[src/rtl/hshk_pkg.sv]
package hshk_pkg;

    typedef enum logic [1:0] {
        PH_IDLE = 2'd0,
        PH_ADDR = 2'd1,
        PH_DATA = 2'd2
    } phase_e;

    localparam int unsigned NUM_ERR = 4;
    localparam int unsigned CODE_W  = 3;

    // Flag bit index = code - 1
    typedef enum logic [CODE_W-1:0] {
        EC_NONE      = 3'd0,
        EC_INIT      = 3'd1,
        EC_TGT       = 3'd2,
        EC_IRDY_IDLE = 3'd3,
        EC_IRDY_ADDR = 3'd4
    } err_code_e;

    typedef struct packed {
        logic frame;
        logic irdy;
        logic trdy;
        logic stop;
        logic devsel;
    } bus_sample_t;

endpackage

[src/rtl/hshk_phase_tracker.sv]
module hshk_phase_tracker
    import hshk_pkg::*;
#(
    parameter int unsigned CNT_W = 8
) (
    input  logic             clk,
    input  logic             rst_n,
    input  bus_sample_t      bus_i,
    output logic             in_txn_o,
    output logic             done_o,
    output phase_e           phase_o,
    output logic             beat_o,
    output logic             end_o,
    output logic [CNT_W-1:0] count_o,
    output logic             irdy_idle_o,
    output logic             irdy_addr_o
);

    localparam logic [CNT_W-1:0] CNT_MAX = {CNT_W{1'b1}};

    typedef struct packed {
        logic             in_txn;
        phase_e           phase;
        logic             beat;
        logic             txn_end;
        logic [CNT_W-1:0] run_cnt;
        logic [CNT_W-1:0] last_cnt;
    } trk_state_t;

    trk_state_t st_d, st_q;

    logic             done_now;
    logic             beat_now;
    logic [CNT_W-1:0] run_next;

    always_comb begin
        done_now = st_q.in_txn && bus_i.irdy && (bus_i.trdy || bus_i.stop);
        beat_now = st_q.in_txn && bus_i.irdy && bus_i.trdy;
        if (beat_now && (st_q.run_cnt != CNT_MAX)) begin
            run_next = st_q.run_cnt + 1'b1;
        end else begin
            run_next = st_q.run_cnt;
        end

        st_d         = st_q;
        st_d.beat    = 1'b0;
        st_d.txn_end = 1'b0;

        if (!st_q.in_txn) begin
            if (bus_i.frame) begin
                st_d.phase   = PH_ADDR;
                st_d.in_txn  = 1'b1;
                st_d.run_cnt = '0;
            end else begin
                st_d.phase = PH_IDLE;
            end
        end else begin
            st_d.phase   = PH_DATA;
            st_d.beat    = beat_now;
            st_d.run_cnt = run_next;
            if (done_now && !bus_i.frame) begin
                st_d.txn_end  = 1'b1;
                st_d.in_txn   = 1'b0;
                st_d.last_cnt = run_next;
            end
        end
    end

    always_ff @(posedge clk) begin
        if (!rst_n) begin
            st_q <= '{in_txn: 1'b0, phase: PH_IDLE, beat: 1'b0, txn_end: 1'b0,
                      run_cnt: '0, last_cnt: '0};
        end else begin
            st_q <= st_d;
        end
    end

    assign in_txn_o    = st_q.in_txn;
    assign done_o      = done_now;
    assign phase_o     = st_q.phase;
    assign beat_o      = st_q.beat;
    assign end_o       = st_q.txn_end;
    assign count_o     = st_q.last_cnt;
    assign irdy_idle_o = !st_q.in_txn && !bus_i.frame && bus_i.irdy;
    assign irdy_addr_o = !st_q.in_txn && bus_i.frame && bus_i.irdy;

    // an address clock is always followed by a data clock
    assert_addr_then_data_R2: assert property (@(posedge clk) disable iff (!rst_n)
        (st_q.phase == PH_ADDR) |=> (st_q.phase == PH_DATA));

    // after the end pulse the bus is not in a data clock
    assert_end_leaves_data_R4: assert property (@(posedge clk) disable iff (!rst_n)
        st_q.txn_end |=> (st_q.phase != PH_DATA));

    // the published count only moves on an end pulse
    assert_count_only_at_end_R5: assert property (@(posedge clk) disable iff (!rst_n)
        !st_d.txn_end |=> $stable(st_q.last_cnt));

endmodule

[src/rtl/hshk_commit_guard.sv]
module hshk_commit_guard
    import hshk_pkg::*;
(
    input  logic        clk,
    input  logic        rst_n,
    input  bus_sample_t bus_i,
    input  logic        in_txn_i,
    input  logic        done_i,
    output logic        viol_init_o,
    output logic        viol_tgt_o
);

    typedef struct packed {
        bus_sample_t prev;
        logic        init_held;
        logic        tgt_held;
    } grd_state_t;

    grd_state_t gd_d, gd_q;

    always_comb begin
        gd_d.prev      = bus_i;
        gd_d.init_held = in_txn_i && bus_i.irdy && !done_i;
        gd_d.tgt_held  = in_txn_i && (bus_i.trdy || bus_i.stop) && !done_i;

        viol_init_o = gd_q.init_held &&
                      ((bus_i.irdy != gd_q.prev.irdy) || (bus_i.frame != gd_q.prev.frame));
        viol_tgt_o  = gd_q.tgt_held &&
                      ((bus_i.devsel != gd_q.prev.devsel) ||
                       (bus_i.trdy   != gd_q.prev.trdy)   ||
                       (bus_i.stop   != gd_q.prev.stop));
    end

    always_ff @(posedge clk) begin
        if (!rst_n) begin
            gd_q <= '0;
        end else begin
            gd_q <= gd_d;
        end
    end

    // an initiator commitment can only be pending inside a transaction
    assert_init_hold_in_txn_R6: assert property (@(posedge clk) disable iff (!rst_n)
        gd_q.init_held |-> in_txn_i);

    // a target commitment can only be pending inside a transaction
    assert_tgt_hold_in_txn_R7: assert property (@(posedge clk) disable iff (!rst_n)
        gd_q.tgt_held |-> in_txn_i);

endmodule

[src/rtl/hshk_err_log.sv]
module hshk_err_log
    import hshk_pkg::*;
(
    input  logic               clk,
    input  logic               rst_n,
    input  logic               clr_i,
    input  logic [NUM_ERR-1:0] viol_i,
    output logic [NUM_ERR-1:0] flags_o,
    output logic [CODE_W-1:0]  code_o
);

    typedef struct packed {
        logic [NUM_ERR-1:0] flags;
        logic [CODE_W-1:0]  code;
    } log_state_t;

    log_state_t lg_d, lg_q;
    logic [CODE_W-1:0] first_code;

    always_comb begin
        first_code = '0;
        for (int k = NUM_ERR - 1; k >= 0; k--) begin
            if (viol_i[k]) begin
                first_code = CODE_W'(k + 1);
            end
        end

        lg_d = lg_q;
        if (clr_i) begin
            lg_d = '0;
        end else begin
            lg_d.flags = lg_q.flags | viol_i;
            if (lg_q.code == '0) begin
                lg_d.code = first_code;
            end
        end
    end

    always_ff @(posedge clk) begin
        if (!rst_n) begin
            lg_q <= '0;
        end else begin
            lg_q <= lg_d;
        end
    end

    assign flags_o = lg_q.flags;
    assign code_o  = lg_q.code;

    // raised flags stay raised until a clear
    assert_flags_sticky_R10: assert property (@(posedge clk) disable iff (!rst_n)
        !clr_i |=> ((lg_q.flags & $past(lg_q.flags)) == $past(lg_q.flags)));

    // the first code is kept until a clear
    assert_code_kept_R10: assert property (@(posedge clk) disable iff (!rst_n)
        ((lg_q.code != '0) && !clr_i) |=> $stable(lg_q.code));

    // a nonzero code is always backed by a flag
    assert_code_has_flag_R10: assert property (@(posedge clk) disable iff (!rst_n)
        (lg_q.code != '0) |-> (lg_q.flags != '0));

endmodule

[src/rtl/hshk_monitor.sv]
module hshk_monitor
    import hshk_pkg::*;
#(
    parameter int unsigned CNT_W = 8
) (
    input  logic                clk,
    input  logic                rst_n,
    input  logic                mon_clr_i,
    input  logic                frame_i,
    input  logic                irdy_i,
    input  logic                trdy_i,
    input  logic                stop_i,
    input  logic                devsel_i,
    output logic [1:0]          bus_state_o,
    output logic                beat_o,
    output logic                txn_end_o,
    output logic [CNT_W-1:0]    beat_count_o,
    output logic [NUM_ERR-1:0]  err_flags_o,
    output logic [CODE_W-1:0]   err_code_o
);

    bus_sample_t        bus;
    logic               in_txn;
    logic               done;
    phase_e             phase;
    logic               irdy_idle;
    logic               irdy_addr;
    logic               viol_init;
    logic               viol_tgt;
    logic [NUM_ERR-1:0] viol;

    assign bus = '{frame: frame_i, irdy: irdy_i, trdy: trdy_i,
                   stop: stop_i, devsel: devsel_i};

    hshk_phase_tracker #(.CNT_W(CNT_W)) u_tracker (
        .clk         (clk),
        .rst_n       (rst_n),
        .bus_i       (bus),
        .in_txn_o    (in_txn),
        .done_o      (done),
        .phase_o     (phase),
        .beat_o      (beat_o),
        .end_o       (txn_end_o),
        .count_o     (beat_count_o),
        .irdy_idle_o (irdy_idle),
        .irdy_addr_o (irdy_addr)
    );

    hshk_commit_guard u_guard (
        .clk         (clk),
        .rst_n       (rst_n),
        .bus_i       (bus),
        .in_txn_i    (in_txn),
        .done_i      (done),
        .viol_init_o (viol_init),
        .viol_tgt_o  (viol_tgt)
    );

    assign viol = {irdy_addr, irdy_idle, viol_tgt, viol_init};

    hshk_err_log u_log (
        .clk     (clk),
        .rst_n   (rst_n),
        .clr_i   (mon_clr_i),
        .viol_i  (viol),
        .flags_o (err_flags_o),
        .code_o  (err_code_o)
    );

    assign bus_state_o = phase;

    // the end pulse marks a data clock
    assert_end_in_data_R4: assert property (@(posedge clk) disable iff (!rst_n)
        txn_end_o |-> (bus_state_o == 2'd2));

    // no beat is reported for an idle or address clock
    assert_beat_in_data_R3: assert property (@(posedge clk) disable iff (!rst_n)
        beat_o |-> (bus_state_o == 2'd2));

endmodule

[config.mk]
export PLATFORM = sky130hd
export DESIGN_NAME = hshk_monitor
export DESIGN_NICKNAME = d
export VERILOG_FILES = /design/src/rtl/hshk_pkg.sv /design/src/rtl/hshk_phase_tracker.sv /design/src/rtl/hshk_commit_guard.sv /design/src/rtl/hshk_err_log.sv /design/src/rtl/hshk_monitor.sv
export SDC_FILE = /design/constraint.sdc
export NUM_CORES = 1
export LEC_CHECK = 0
export CAP_MARGIN = 15
export CORE_MARGIN = 3
export CORE_UTILIZATION = 25
export DETAILED_ROUTE_END_ITERATION = 16
export GPL_TIMING_DRIVEN = 0
export RECOVER_POWER = 50
export SKIP_LAST_GASP = 1
export SYNTH_ARGS = -nofsm -noshare
export SYNTH_HDL_FRONTEND = slang
export SYNTH_HIERARCHICAL = 1
export SYNTH_SLANG_ARGS = --single-unit
[constraint.sdc]
create_clock -name clk -period 1.4 [get_ports clk]
set_input_delay 0.14 -clock clk [delete_from_list [all_inputs] [get_ports clk]]
set_output_delay 0.14 -clock clk [all_outputs]
set_load 0.02 [all_outputs]
==> results.cfg <==
[drt]
viasPerCell = 4.53
first_iter_violations = 55
wire_per_inst_um = 12.3
vias = 1277
first_pass_iters = 4
postRouteAntennaNets = 0
wl_mm = 3.46
route.detailed.drc = 0

[clock_network]
clock_latency_ps = 290
cts_buffers = 5
htreeDepth = 2
clk_pin_slew_ps = 70
cts_hold_buf = 0
root_buffer = clkbuf_8
cts_tree = built
clockBufferDepth = 2
cts_sinks = 35

[placement]
dp_slack_ps = -423
globalplace.congestion = 0.820
place_inst = 265
dpl_cell_area_sq_mm = 0.00181
hpwlAfterDp_mm = 2.17
port-buffer-count = 26

[floorplanning]
die_w_um = 82.5
core-area_sq_mm = 0.00557
die_y_um = 82.5
rows = 27
num_io_pins = 27
start_util_pct = 26.2
die_area_sq_mm = 0.00680

[sta]
period_share_pct = 99.4
period_needed_ps = 1390
maxSlewHeadroom_pct = 73.2
fmax_ghz = 0.719
whs_ps = 309
worstMarginPinSlew_ps = 401
hold_viol = 0
fin_ws_ps = 9.02
skew_ps = 5.30
rsz0062_at_grt = yes
final_max_slew_viol_count = 0
setup_viol = 0

[critical_path]
r2r_end = u_tracker/count_o[6]$_SDFFE_PN0P_
worstPathMaxFanout = 6
rrSetupSlack_ps = 9
r2r_cells = 5
required_ps = 1570
crit_path_start_kind = flip-flop
endpoint_kind = flip-flop
reg2reg_from = u_tracker/in_txn_o$_SDFF_PN0_
criticalPathCategory = reg -> reg
arrival_ps = 1570

[synthesis]
avgSynthCellArea_sq_um = 8.76
synth_seq_area_share_pct = 47.9
synth_fp_nets = 176
ys_ff_latch = 35
netlist_area_sq_mm = 0.00146
ys_types = 40
synthCells = 167
ys_warn_count = 6

[cells_and_area]
fin_nets = 218
final_common_cell = dfxtp_1
final_area_sq_mm = 0.00210
most-common-layout-cells = dfxtp_1, nor2_1, buf_4, dlygate4sd2_1, nand2_1
instances_no_fill = 282
antenna_cells = 0
syn2layout_area_growth_pct = 43.3
drive_above_1_share_pct = 22.9
fillers = 578

[status]
status = complete, no violations

[min_path]
hold_class = in -> reg
hold_start = trdy_i
min_path_cells = 2
holdPathEnd = u_guard/gd_q[4]$_SDFF_PN0_

[global_route]
grt_overflow_total = 0
grt_pass1_wl_mm = 5.37
track_usage_pct = 10.5
grt_pass1_vias = 1178
grt_max_degree = 13
antenna_found_initial = 0

[power]
leakagePower_nw = 0.964
power_w = 0.00215
power_density_mw_per_mm2 = 1030
ir_drop_v = 0.000374

[flow_run]
drv_cap = 0
## metrics by stage
step,TNS [ps],util [%]
detailed placement,-7390,32.5
CTS,-17.4,35.5
floorplan,0,-
global placement,-7190,32.5
global route,-81.8,37.6
finish,0,37.6
## layout make-up
cell class | count | area (sq um) | share of cell area (%)
well taps | 72 | 90.1 | 4.30
clock buffers | 5 | 68.8 | 3.28
plain buffers | 13 | 98.8 | 4.72
flip-flops and latches | 35 | 716 | 34.1
clock inverters | 3 | 43.8 | 2.09
inverters | 7 | 26.3 | 1.25
multi-input cells | 112 | 727 | 34.7
repair buffers | 35 | 325 | 15.5
## logic make-up after synthesis
family	after synthesis	share of synthesized area (%)
AO/OA/AOI/OAI	30	13.1
XOR/XNOR	6	3.59
adder cells (fa/ha/maj)	1	0.855
buffers and inverters	20	7.87
flip-flops	35	47.9
multiplexers	3	2.05
AND/OR/NAND/NOR	72	24.6
## report_power, final
part / switching (W) / total [W] / internal [W]
logic: 0.000115 / 0.000213 / 0.0000978
registers: 0.0000146 / 0.00103 / 0.00102
clock network: 0.000378 / 0.000908 / 0.000530
## worst max-delay path, stage by stage (launching register included)
cell     delay [ps]
dfxtp_2         340
buf_6           120
nand3_4         100
or3_4           400
mux2i_2         200
o22ai_1         110
## Yosys cell counts
library cell	n	share of area, %
and4_1	1	0.60
xor2_1	4	2.4
o211a_1	1	0.68
nand3_2	1	0.68
o211ai_1	2	1.0
o22ai_1	3	1.3
inv_1	7	1.8
a21oi_1	6	2.1
a21boi_0	1	0.51
buf_4	10	5.1
dfxtp_1	35	48
o31a_1	1	0.60
and3_1	2	0.86
nor3_1	6	2.1
and2_1	6	2.6
and3b_1	1	0.60
a211oi_1	1	0.51
nor4_1	2	0.86
clkbuf_1	1	0.26
a41oi_1	2	1.2
nand4_1	1	0.43
and4b_1	1	0.68
nor2_1	24	6.2
nand2b_1	3	1.3
buf_2	2	0.68
o21ai_1	1	0.34
ha_1	1	0.86
nor2b_1	1	0.43
nor3b_1	1	0.51
o32ai_1	1	0.60
o21bai_1	1	0.51
nor4_2	1	0.86
nand2_1	15	3.8
o21a_1	1	0.51
o21ai_0	7	2.4
a31oi_1	2	0.86
or3_1	2	0.86
xnor2_1	2	1.2
nand3_1	4	1.4
mux2i_1	3	2.1
## metal layers
metal | track usage, % | share of wire [%] | up-vias | wire, um
met1 | 13.9 | 47 | 596 | 1640
met5 | 0 | 0 | - | 0
met3 | 4.34 | 6.2 | 2 | 214
met2 | 15.3 | 46 | 28 | 1580
li1 | - | - | 651 | -
met4 | 3.92 | 0.69 | 0 | 24
## flip-flops by register name (all words and copies together) (netlist names), 2 cells and up
name               count
u_guard/gd_q           7
u_log/code_o           3
u_log/flags_o          4
u_tracker/count_o      8
u_tracker/phase_o      2
u_tracker/st_q         8
## repair_timing
action | in CTS | in global routing
setup buffers | 2 | 7
setup endpoints to repair | 30 | 20
pin swaps | 3 | 10
gates resized for setup | 32 | 18
## how the worst max path moves through the flow
stage          slack, ps                                end                      startpoint  cells past startpoint
6_report               9  u_tracker/count_o[6]$_SDFFE_PN0P_   u_tracker/in_txn_o$_SDFF_PN0_                      5
5_1_grt              -40  u_tracker/count_o[6]$_SDFFE_PN0P_   u_tracker/in_txn_o$_SDFF_PN0_                      5
4_1_cts              -20  u_tracker/count_o[6]$_SDFFE_PN0P_   u_tracker/in_txn_o$_SDFF_PN0_                      5
3_5_place_dp        -420  u_tracker/count_o[6]$_SDFFE_PN0P_                          irdy_i                      5
3_3_place_gp        -430  u_tracker/count_o[6]$_SDFFE_PN0P_                          irdy_i                      5
2_1_floorplan         30     u_tracker/st_q[8]$_SDFFE_PN0P_  u_tracker/st_q[8]$_SDFFE_PN0P_                      5
Note: power is estimated with default switching activity, not from simulation.
